[src/rtl/i2c_irq_pkg.sv]
package i2c_irq_pkg;

    parameter int unsigned DEF_FRAME_BITS  = 8;
    parameter int unsigned DEF_SYNC_STAGES = 2;

    // Synchronised line with its edges
    typedef struct packed {
        logic lvl;
        logic rise;
        logic fall;
    } line_t;

    // Bus events derived per cycle by the frame tracker
    typedef struct packed {
        logic start;
        logic stop;
        logic byte_fall;   // SCL fall after the last data bit
        logic ack_rise;    // SCL rise of the acknowledge clock
        logic ack_val;     // SDA at that rise
        logic addr_end;    // ack_rise of the first byte after a start
        logic gcall;       // first byte was all zero
    } frame_ev_t;

    typedef struct packed {
        logic wait_en;
        logic ack_chk_en;
        logic al_ie;
        logic stop_mask;
    } ctrl_t;

    function automatic logic byte_end_sel(input logic wait_en, input frame_ev_t ev);
        return wait_en ? ev.byte_fall : ev.ack_rise;
    endfunction

endpackage

[src/rtl/i2c_line_sync.sv]
module i2c_line_sync #(
    parameter int unsigned STAGES = 2
) (
    input  logic                clk,
    input  logic                rst,
    input  logic                d,
    output i2c_irq_pkg::line_t  q
);
    logic [STAGES:0] chain;

    always_ff @(posedge clk) begin
        if (rst) chain <= '1;
        else     chain <= {chain[STAGES-1:0], d};
    end

    assign q.lvl  = chain[STAGES-1];
    assign q.rise = chain[STAGES-1] & ~chain[STAGES];
    assign q.fall = ~chain[STAGES-1] & chain[STAGES];
endmodule

[src/rtl/i2c_frame_track.sv]
module i2c_frame_track #(
    parameter int unsigned FRAME_BITS = 8
) (
    input  logic                     clk,
    input  logic                     rst,
    input  i2c_irq_pkg::line_t       scl,
    input  i2c_irq_pkg::line_t       sda,
    output i2c_irq_pkg::frame_ev_t   ev
);
    localparam int unsigned CNT_W = $clog2(FRAME_BITS + 2);
    localparam logic [CNT_W-1:0] LAST_DATA = CNT_W'(FRAME_BITS);
    localparam logic [CNT_W-1:0] ACK_CNT   = CNT_W'(FRAME_BITS + 1);

    logic [CNT_W-1:0] cnt;
    logic             first;
    logic             any_one;

    logic start_c, stop_c, ack_rise_c;
    assign start_c    = sda.fall & scl.lvl;
    assign stop_c     = sda.rise & scl.lvl;
    assign ack_rise_c = scl.rise & (cnt == LAST_DATA);

    always_ff @(posedge clk) begin
        if (rst) begin
            cnt     <= '0;
            first   <= 1'b0;
            any_one <= 1'b0;
        end else if (start_c || stop_c) begin
            cnt     <= '0;
            first   <= start_c;
            any_one <= 1'b0;
        end else if (scl.rise) begin
            cnt <= (cnt == ACK_CNT) ? CNT_W'(1) : cnt + CNT_W'(1);
            if (first && cnt < LAST_DATA) any_one <= any_one | sda.lvl;
            if (ack_rise_c) first <= 1'b0;
        end
    end

    assign ev.start     = start_c;
    assign ev.stop      = stop_c;
    assign ev.byte_fall = scl.fall & (cnt == LAST_DATA);
    assign ev.ack_rise  = ack_rise_c;
    assign ev.ack_val   = sda.lvl;
    assign ev.addr_end  = ack_rise_c & first;
    assign ev.gcall     = ack_rise_c & first & ~any_one;

    // a start or stop returns the count to zero
    a_r12_cond_clears_cnt: assert property (@(posedge clk) disable iff (rst)
        (start_c || stop_c) |=> (cnt == '0));
endmodule

[src/rtl/i2c_irq_cond.sv]
module i2c_irq_cond (
    input  logic                    clk,
    input  logic                    rst,
    input  i2c_irq_pkg::frame_ev_t  ev,
    input  i2c_irq_pkg::ctrl_t      ctl,
    input  logic                    mode_master,
    input  logic                    start_issued,
    input  logic                    arb_lost,
    input  logic                    addr_match,
    output logic                    set_req
);
    import i2c_irq_pkg::*;

    logic session;   // addressed slave (own address or general call)
    logic al_seen;   // arbitration lost since last stop
    logic byte_end, hit, set_m, set_s, set_any;

    assign byte_end = byte_end_sel(ctl.wait_en, ev);
    assign hit      = ev.addr_end & (addr_match | ev.gcall);

    assign set_m = (arb_lost & ctl.al_ie)
                 | (ev.start & start_issued)
                 | byte_end;
    assign set_s = (ev.stop & ~ctl.stop_mask)
                 | hit
                 | (session & byte_end);

    assign set_any = (mode_master ? set_m : set_s)
                   | (ctl.ack_chk_en & ev.ack_rise & ev.ack_val)
                   | (ev.addr_end & al_seen);

    always_ff @(posedge clk) begin
        if (rst) begin
            session <= 1'b0;
            al_seen <= 1'b0;
        end else begin
            if (ev.start || ev.stop)     session <= 1'b0;
            else if (!mode_master && hit) session <= 1'b1;
            if (arb_lost)     al_seen <= 1'b1;
            else if (ev.stop) al_seen <= 1'b0;
        end
    end

    assign set_req = set_any;

    // the addressed session ends at a start or stop
    a_r7_session_ends: assert property (@(posedge clk) disable iff (rst)
        (ev.start || ev.stop) |=> !session);
    // lost-arbitration memory ends at a stop
    a_r11_al_cleared_by_stop: assert property (@(posedge clk) disable iff (rst)
        (ev.stop && !arb_lost) |=> !al_seen);
endmodule

[src/rtl/i2c_irq_flag.sv]
module i2c_irq_flag #(
    parameter int unsigned FRAME_BITS  = i2c_irq_pkg::DEF_FRAME_BITS,
    parameter int unsigned SYNC_STAGES = i2c_irq_pkg::DEF_SYNC_STAGES
) (
    input  logic clk,
    input  logic rst,
    input  logic scl_in,
    input  logic sda_in,
    input  logic mode_master,
    input  logic start_issued,
    input  logic arb_lost,
    input  logic addr_match,
    input  logic wait_en,
    input  logic ack_chk_en,
    input  logic al_ie,
    input  logic stop_mask,
    input  logic clr_wr,
    output logic irq_flag
);
    import i2c_irq_pkg::*;

    localparam int unsigned NLINES = 2;

    logic  [NLINES-1:0] raw;
    line_t [NLINES-1:0] lines;
    frame_ev_t ev;
    ctrl_t     ctl;
    logic      set_req;

    assign raw = {sda_in, scl_in};

    for (genvar g = 0; g < NLINES; g++) begin : g_sync
        i2c_line_sync #(.STAGES(SYNC_STAGES)) u_sync (
            .clk(clk), .rst(rst), .d(raw[g]), .q(lines[g])
        );
    end

    i2c_frame_track #(.FRAME_BITS(FRAME_BITS)) u_track (
        .clk(clk), .rst(rst), .scl(lines[0]), .sda(lines[1]), .ev(ev)
    );

    assign ctl = '{wait_en: wait_en, ack_chk_en: ack_chk_en,
                   al_ie: al_ie, stop_mask: stop_mask};

    i2c_irq_cond u_cond (
        .clk(clk), .rst(rst), .ev(ev), .ctl(ctl),
        .mode_master(mode_master), .start_issued(start_issued),
        .arb_lost(arb_lost), .addr_match(addr_match), .set_req(set_req)
    );

    always_ff @(posedge clk) begin
        if (rst)          irq_flag <= 1'b0;
        else if (set_req) irq_flag <= 1'b1;
        else if (clr_wr)  irq_flag <= 1'b0;
    end

    // set wins, clear drops, otherwise hold
    a_r1_set_wins: assert property (@(posedge clk) disable iff (rst)
        set_req |=> irq_flag);
    a_r1_clear: assert property (@(posedge clk) disable iff (rst)
        (clr_wr && !set_req) |=> !irq_flag);
    a_r1_hold: assert property (@(posedge clk) disable iff (rst)
        (!clr_wr && !set_req) |=> $stable(irq_flag));
endmodule

[config.mk]
export PLATFORM = sky130hd
export DESIGN_NAME = i2c_irq_flag
export DESIGN_NICKNAME = d
export VERILOG_FILES = /design/src/rtl/i2c_irq_pkg.sv /design/src/rtl/i2c_line_sync.sv /design/src/rtl/i2c_frame_track.sv /design/src/rtl/i2c_irq_cond.sv /design/src/rtl/i2c_irq_flag.sv
export SDC_FILE = /design/constraint.sdc
export NUM_CORES = 1
export LEC_CHECK = 0
export CELL_PAD_IN_SITES_DETAIL_PLACEMENT = 0
export CELL_PAD_IN_SITES_GLOBAL_PLACEMENT = 1
export CORE_MARGIN = 4
export CORE_UTILIZATION = 35
export CTS_CLUSTER_SIZE = 8
export DETAILED_ROUTE_END_ITERATION = 6
export HOLD_SLACK_MARGIN = 0.05
export PLACE_DENSITY = 0.82
export SLEW_MARGIN = 20
export SYNTH_ARGS = -nofsm -noshare
export SYNTH_HDL_FRONTEND = slang
export SYNTH_SLANG_ARGS = --single-unit
[constraint.sdc]
create_clock -name clk -period 1.7 [get_ports clk]
set_input_delay 0.51 -clock clk [delete_from_list [all_inputs] [get_ports clk]]
set_output_delay 0.51 -clock clk [all_outputs]
set_load 0.1 [all_outputs]
==> results.yml, run 1 <==
cells_and_area:
  multiInputGateArea_um2: 340
  n_fill_cell: 187
  seq_area_um2: 300
  layout.nets: 107
  drive_gt1_frac: 0.140
  utilization: 0.498
  diodes: 0
  final_cells: 118
  area_delta_synth_final_pct: 32.6
cts:
  hold_buffers: 0
  cts_tree: "built"
  root_buffer: "clkbuf_4"
  cts.repair.resized: 0
  numCtsBuffers: 3
  clk_pin_slew_ps: 90
  cts_sinks: 15
  clk_latency_ps: 280
  cts_max_level: 1
  clk_path_buf_depth: 2
  cts_setup_buffers: 0
drt:
  routed.top_layer: "met4"
  drc: 0
  viasPerCell: 5.02
  wl_met2_um: 633
  drt_wl_total_um: 1390
  dr_wl_met3_um: 107
  wire_per_inst_um: 11.8
  first_iter_violations: 3
  drtPass1Iterations: 4
  wl_met1_um: 628
  ant_nets: 0
  num_vias: 592
floorplanning:
  io_pins: 14
  die-height_um: 51.3
  die_w_um: 51.3
  die_area_mm2: 0.00263
  rows: 15
  fp.coreArea_mm2: 0.00175
  start_util: 0.376
grt:
  grt_first_pass_wirelength_um: 2440
  grt_use_total: 0.127
  grt_pass1_vias: 598
  grt_max_degree: 10
  antenna_found_initial: 0
  grt-ovfl-total: 0
setup_path:
  critical_path.top_delay_family: "flip-flops"
  endpoint_kind: "register"
  critPathSlowestCell: "dfxtp_1"
  cp_data_required_time_ps: 1880
  cpPeakStageDelay_ps: 470
  crit_chain: "nand2b_2 > nor4_4 > o22ai_1 > a31o_1"
  path_max_fanout: 7
  crit_arrival_ps: 1570
  worst-path-buf-inv: 0
  cp-start-kind: "register"
  critical_path_class: "reg2reg"
timing:
  setup_viol: 0
  hold_ws_ps: 426
  slew_headroom: 0.704
  worst_pin_slew_ps: 441
  rsz0062_at_grt: "false"
  setup_slack_ps: 310
  skew_ps: 0.696
  final-hold-violation-count: 0
  setup_tns_ps: 0
  timing.final.crit_share: 0.818
  fmax_ghz: 0.719
  drv_slew: 0
  period_needed_ps: 1390
place:
  dp_slack_ps: 30.9
  port_buffers: 13
  hpwlAfterDp_um: 1070
  place_congestion: 0.841
  place_inst: 114
power_and_ir_drop:
  combPwrFrac: 0.135
  ir_drop_mv: 0.371
  swShare: 0.248
  powerDensity_mw_per_mm2: 766
  p_clk_frac: 0.301
  p_leak_nw: 0.319
  p_int_mw: 0.501
  seqPwrFrac: 0.563
  p_sw_mw: 0.165
synth:
  ys_seq_area_frac: 0.458
  yosys_warnings: 0
  synth_cell_types: 29
  yosys_register_bits: 15
  synth_nets: 87
  synthCells: 74
  postSynthAreaPerCell_um2: 8.86
  syn_area_um2: 656
run:
  maxCapViolations: 0
run_status:
  outcome: "completed"
min_path:
  hp-class: "reg2reg"
[area by class of cell]
type,count,share of cell area
Clock buffer,3,0.0259
Clock inverter,1,0.00576
Inverter,4,0.0173
Multi-Input combinational cell,55,0.391
Sequential cell,15,0.345
Tap cell,25,0.0360
Timing Repair Buffer,15,0.178
[worst paths after layout]
kind,slack [ps],depth (start not counted),startpoint,to
max reg2reg,310,4,g_sync[0].u_sync.chain[1],u_track.first
max,310,4,g_sync[0].u_sync.chain[1],u_track.first
min,430,1,g_sync[0].u_sync.chain[0],g_sync[0].u_sync.chain[1]
min reg2reg,430,1,g_sync[0].u_sync.chain[0],g_sync[0].u_sync.chain[1]
[synth_stat cells (all sizes together)]
cell	count	area, um2
a211oi	1	7.51
a21oi	5	25.0
a22oi	1	7.51
a31o	1	8.76
a41oi	1	8.76
dfxtp	15	300
inv	4	15.0
nand2	3	11.3
nand2b	2	15.0
nand3	2	10.0
nand3b	2	15.0
nand4b	1	8.76
nor2	9	33.8
nor2b	5	31.3
nor3	3	15.0
nor3b	1	7.51
nor4	2	27.5
o211ai	2	15.0
o21ai	3	15.0
o22ai	2	12.5
o311ai	1	8.76
o31ai	1	7.51
or2	5	31.3
xnor2	1	8.76
xor2	1	8.76
[cell families (layout without fill, tap and decap cells)]
logic type,count (synthesis),count (layout),share of synthesized area
flops,15,15,0.458
xor+xnor,2,2,0.0267
simple gates,35,35,0.315
buf+inv,4,23,0.0229
compound gates,18,18,0.177
[placed cells by master (no fill, tap or decap), drive strengths merged]
cell type,instances
buf,3
nor2,9
nand2b,2
o22ai,2
xnor2,1
a41oi,1
nand3,2
or2,5
clkinv,1
o211ai,2
a21oi,5
o21ai,3
dfxtp,15
clkdlybuf4s50,12
o311ai,1
xor2,1
nand2,3
nand4b,1
nor3b,1
nor4,2
a22oi,1
a211oi,1
nor2b,5
inv,4
nand3b,2
o31ai,1
a31o,1
clkbuf,3
nor3,3
[registers in the layout (all words and copies together), names as in the netlist]
register,cells
u_track.cnt,4
irq_flag,1
u_track.any_one,1
u_track.first,1
u_cond.al_seen,1
u_cond.session,1
g_sync.u_sync.chain,6
[power groups by stage]
stage	clock network [mW]	logic [mW]	registers [mW]
floorplan	0	0.0289	0.392
detailed placement	0	0.0898	0.383
global placement	0	0.0892	0.383
finish	0.201	0.0901	0.375
global route	0.230	0.0976	0.376
CTS	0.211	0.0904	0.375
[stage by stage]
step,power [mW],cell area (um2)
2_1_floorplan,0.421,656
3_3_place_gp,0.472,842
3_5_place_dp,0.473,842
4_1_cts,0.676,870
5_1_grt,0.704,870
6_report,0.666,870
[layer usage]
metal  vias up  global-route usage
li1        302                   -
met1       271               0.137
met2        17               0.189
met3         2              0.0612
met4         0              0.0961
met5         -                   0
Note: power is estimated with default switching activity, not from simulation.
==> run 2, diff against run 1 <==
clock period = 1.35 ns   (was 1.7 ns; I/O delays follow)
==> run 2 against run 1 <==
  * Non-clock buffer count is 7 higher
  * Clock skew is 2.4 ps higher
  * Sequential cell count unchanged
  * Cell count increased by 5.9%
  * Register-to-register slack worse by 250 ps
  * Sequential power increased by 25%
  * Combinational power grew 35%
  * Core utilization grew 4.4 points
  * Clock-buffer cell count unchanged
  * Largest cell class unchanged
  * Largest power group unchanged
==> results.yml, run 2 (synthesized netlist as in run 1, its figures left out) <==
run_status:
  outcome: "completed"
setup_path:
  path_max_fanout: 6
  critical_path_class: "in2reg"
  crit_arrival_ps: 1520
  reg2reg_slack_ps: 60
  cp_data_required_time_ps: 1580
  cp-start-kind: "primary input"
  crit_start: "rst"
  crit_path_end: "u_track.first"
  timing.rr.end: "u_track.first"
  endpoint_kind: "register"
  r2r_start: "u_track.cnt[2]"
  worst_r2r_path_depth: 5
drt:
  viasPerCell: 4.94
  num_vias: 617
  drtPass1Iterations: 4
  wire_per_inst_um: 12.0
  drc: 0
  drt_wl_total_um: 1500
  first_iter_violations: 5
  ant_nets: 0
cells_and_area:
  area_delta_synth_final_pct: 44.3
  largest_register: "g_sync.u_sync.chain"
  diodes: 0
  drive_gt1_frac: 0.270
  largestRegisters: "g_sync.u_sync.chain x6, u_track.cnt x4"
  layout.nets: 114
  final_cells: 125
  layout_commonest_cell: "dfxtp_1"
  final_cell_mix: "dfxtp_1, clkdlybuf4s50_1, nor2_1, buf_4"
  largest_register_ffs: 6
cts:
  hold_buffers: 0
  root_buffer: "clkbuf_4"
  cts_sinks: 15
  cts_max_level: 1
  clk_path_buf_depth: 2
  cts_tree: "built"
  clk_pin_slew_ps: 90
  numCtsBuffers: 3
  clk_latency_ps: 280
floorplanning:
  die-height_um: 51.3
  die_area_mm2: 0.00263
  rows: 15
  start_util: 0.376
  io_pins: 14
  fp.coreArea_mm2: 0.00175
  die_w_um: 51.3
timing:
  skew_ps: 3.14
  rsz0062_at_grt: "false"
  slew_headroom: 0.773
  setup_viol: 0
  period_needed_ps: 1290
  setup_tns_ps: 0
  drv_slew: 0
  timing.final.crit_share: 0.957
  worst_pin_slew_ps: 338
  final-hold-violation-count: 0
  fmax_ghz: 0.774
min_path:
  hp-class: "reg2reg"
grt:
  grt_max_degree: 10
  grt-ovfl-total: 0
  antenna_found_initial: 0
  grt_use_total: 0.124
  grt_pass1_vias: 588
  grt_first_pass_wirelength_um: 2390
power_and_ir_drop:
  p_int_mw: 0.635
  powerDensity_mw_per_mm2: 891
  ir_drop_mv: 0.630
  swShare: 0.247
  p_sw_mw: 0.208
  seqPwrFrac: 0.558
  p_clk_frac: 0.297
  combPwrFrac: 0.145
  p_leak_nw: 0.356
place:
  place_inst: 120
  port_buffers: 13
  place_congestion: 0.735
  hpwlAfterDp_um: 1170
run:
  maxCapViolations: 0
run 2: power groups by stage:
stage | clock network (mW) | registers, mW | logic, mW
6_report | 0.250 | 0.470 | 0.122
5_1_grt | 0.285 | 0.472 | 0.132
4_1_cts | 0.262 | 0.470 | 0.120
3_5_place_dp | 0 | 0.481 | 0.119
3_3_place_gp | 0 | 0.481 | 0.118
2_1_floorplan | 0 | 0.494 | 0.0364
run 2: worst max-delay path, stage by stage:
cell and delay (ps):
clkdlybuf4s50_1 520, or2_1 280, a211oi_2 200, a31o_1 120
run 2: through the flow:
step                      power, mW  setup slack, ps  hold WS [ps]  cell area [um2]   util
final                         0.843             58.0           421              946  0.542
after global routing          0.889             6.55           436              946  0.542
after CTS                     0.853             23.1           424              916  0.525
after detailed placement      0.600             -252           401              888  0.509
after global placement        0.599             -219           402              888  0.509
after floorplan               0.531              152           389              657      -
run 2: area by class of cell:
cell class,count,area (um2)
Sequential cell,15,303
Clock buffer,3,22.5
Tap cell,25,31.3
Fill cell,171,800
Multi-Input combinational cell,55,362
Timing Repair Buffer,22,208
Inverter,4,15.0
Clock inverter,1,5.00
run 2: worst min-delay path by stage:
stage | start | end | slack (ps) | cells after the start
detailed placement | g_sync[1].u_sync.chain[0] | g_sync[1].u_sync.chain[1] | 400 | 1
floorplan | g_sync[0].u_sync.chain[0] | g_sync[0].u_sync.chain[1] | 390 | 1
finish | g_sync[1].u_sync.chain[0] | g_sync[1].u_sync.chain[1] | 420 | 1
global placement | g_sync[1].u_sync.chain[0] | g_sync[1].u_sync.chain[1] | 400 | 1
global route | g_sync[1].u_sync.chain[0] | g_sync[1].u_sync.chain[1] | 440 | 1
CTS | g_sync[1].u_sync.chain[0] | g_sync[1].u_sync.chain[1] | 420 | 1
run 2: layer usage:
layer | vias up | wire length, um | global-route usage
met5 | - | 0 | 0
met4 | 0 | 21 | 0.0786
met3 | 4 | 55 | 0.0350
met2 | 11 | 770 | 0.202
met1 | 283 | 653 | 0.143
li1 | 319 | - | -
run 2: repair_timing:
action                     4_1_cts  5_1_grt
gates resized for setup          0        6
setup buffers                    0        1
setup endpoints to repair        0        4
==> run 3, diff against run 2 <==
==> constraint.sdc (replaced) <==
create_clock -name clk -period 1.35 [get_ports clk]
set_input_delay 0.27 -clock clk [delete_from_list [all_inputs] [get_ports clk]]
set_output_delay 0.27 -clock clk [all_outputs]
set_load 0.1 [all_outputs]
==> run 3 against run 2 <==
  * Register-to-register slack better by 20 ps
  * Wire length is 1.4% lower
  * Non-clock buffer count stayed put
  * Critical path depth is 1 higher
  * Sequential cell count stayed put
  * Largest cell class unchanged
  * Fmax is 1.4% higher
  * Largest power group unchanged
  * Design area is 2.4% lower
==> results.yml, run 3 (synthesized netlist as in run 1, its figures left out) <==
cells_and_area:
  multiInputGateArea_um2: 340
  diodes: 0
  largest_register: "g_sync.u_sync.chain"
  final_cell_mix: "dfxtp_1, clkdlybuf4s50_1, nor2_1, buf_4"
  utilization: 0.529
  layout.nets: 114
  n_fill_cell: 176
  area_delta_synth_final_pct: 40.8
  largestRegisters: "g_sync.u_sync.chain x6, u_track.cnt x4"
  largest_register_ffs: 6
  final_cells: 125
  layout_commonest_cell: "dfxtp_1"
  seq_area_um2: 302
  drive_gt1_frac: 0.210
grt:
  grt-ovfl-total: 0
  grt_first_pass_wirelength_um: 2460
  grt_use_total: 0.127
  grt_pass1_vias: 589
  grt_max_degree: 10
  antenna_found_initial: 0
floorplanning:
  rows: 15
  die_area_mm2: 0.00263
  start_util: 0.376
  io_pins: 14
  die-height_um: 51.3
  fp.coreArea_mm2: 0.00175
  die_w_um: 51.3
run:
  maxCapViolations: 0
timing:
  final-hold-violation-count: 0
  setup_viol: 0
  period_needed_ps: 1270
  fmax_ghz: 0.785
  setup_slack_ps: 76.0
  drv_slew: 0
  skew_ps: 0.563
  slew_headroom: 0.732
  worst_pin_slew_ps: 399
  timing.final.crit_share: 0.944
  setup_tns_ps: 0
  rsz0062_at_grt: "true"
setup_path:
  path_max_fanout: 5
  cp-start-kind: "register"
  cp_data_required_time_ps: 1540
  critPathSlowestCell: "dfxtp_1"
  worst_r2r_path_depth: 5
  r2r_start: "u_track.cnt[3]"
  critical_path.top_delay_family: "flip-flops"
  timing.rr.end: "u_track.first"
  endpoint_kind: "register"
  cpPeakStageDelay_ps: 400
  critical_path_class: "reg2reg"
  reg2reg_slack_ps: 80
  worst-path-buf-inv: 1
  cp_num_cells: 5
  crit_arrival_ps: 1460
  crit_chain: "nand2b_1 > nor4_4 > buf_4 > a211oi_1 > a31o_1"
drt:
  ant_nets: 0
  num_vias: 606
  drt_wl_total_um: 1480
  viasPerCell: 4.85
  first_iter_violations: 9
  drtPass1Iterations: 3
  drc: 0
  wire_per_inst_um: 11.8
power_and_ir_drop:
  ir_drop_mv: 0.540
  p_leak_nw: 0.354
  powerDensity_mw_per_mm2: 916
  fin_total_pwr_mw: 0.846
min_path:
  hp-class: "reg2reg"
  hold_end: "g_sync[1].u_sync.chain[1]"
  holdPathStages: 1
  min_from: "g_sync[1].u_sync.chain[0]"
cts:
  root_buffer: "clkbuf_4"
  clk_pin_slew_ps: 90
  cts_tree: "built"
  numCtsBuffers: 3
  clk_path_buf_depth: 2
  cts_setup_buffers: 0
  cts.repair.resized: 0
  clk_latency_ps: 280
  cts_sinks: 15
  cts_max_level: 1
  hold_buffers: 0
place:
  place_inst: 120
  place_congestion: 0.735
  dp_slack_ps: -109
  port_buffers: 13
  hpwlAfterDp_um: 1170
run_status:
  outcome: "completed"
run 3: cell counts in the layout (fill, tap and decap cells not counted):
Identical to the previous run, type by type.
run 3: metrics by stage:
step,instance area [um2],hold WS (ps)
6_report,923,424
5_1_grt,923,435
4_1_cts,916,424
3_5_place_dp,888,401
3_3_place_gp,888,402
2_1_floorplan,657,342
run 3: area by class of cell:
class,instances,share of cell area
Timing Repair Buffer,22,0.225
Sequential cell,15,0.327
Multi-Input combinational cell,55,0.369
Clock buffer,3,0.0244
Clock inverter,1,0.00542
Tap cell,25,0.0339
Inverter,4,0.0163
run 3: how the worst max path moves through the flow:
stage,from,endpoint,slack (ps)
final,u_track.cnt[3],u_track.first,80
after global routing,u_track.cnt[3],u_track.first,-20
after CTS,g_sync[0].u_sync.chain[2],u_track.first,50
after detailed placement,rst,u_track.cnt[0],-110
after global placement,rst,u_track.first,-80
after floorplan,g_sync[0].u_sync.chain[2],u_track.first,150
run 3: routing by layer:
layer	part of all wire	GRT usage	vias to the layer above	wire length, um
met5	0	0	-	0
met4	0.022	0.0786	0	33
met3	0.035	0.0350	5	52
met2	0.48	0.206	8	716
met1	0.46	0.148	273	678
li1	-	-	320	-
run 3: report_power, final:
| part | leakage (nW) | total (mW) | switching (mW) | internal (mW) |
|---|---|---|---|---|
| Combinational | 0.213 | 0.119 | 0.0531 | 0.0663 |
| Sequential | 0.123 | 0.470 | 0.0126 | 0.458 |
| Clock | 0.0177 | 0.256 | 0.146 | 0.110 |
| Total | 0.354 | 0.846 | 0.212 | 0.634 |
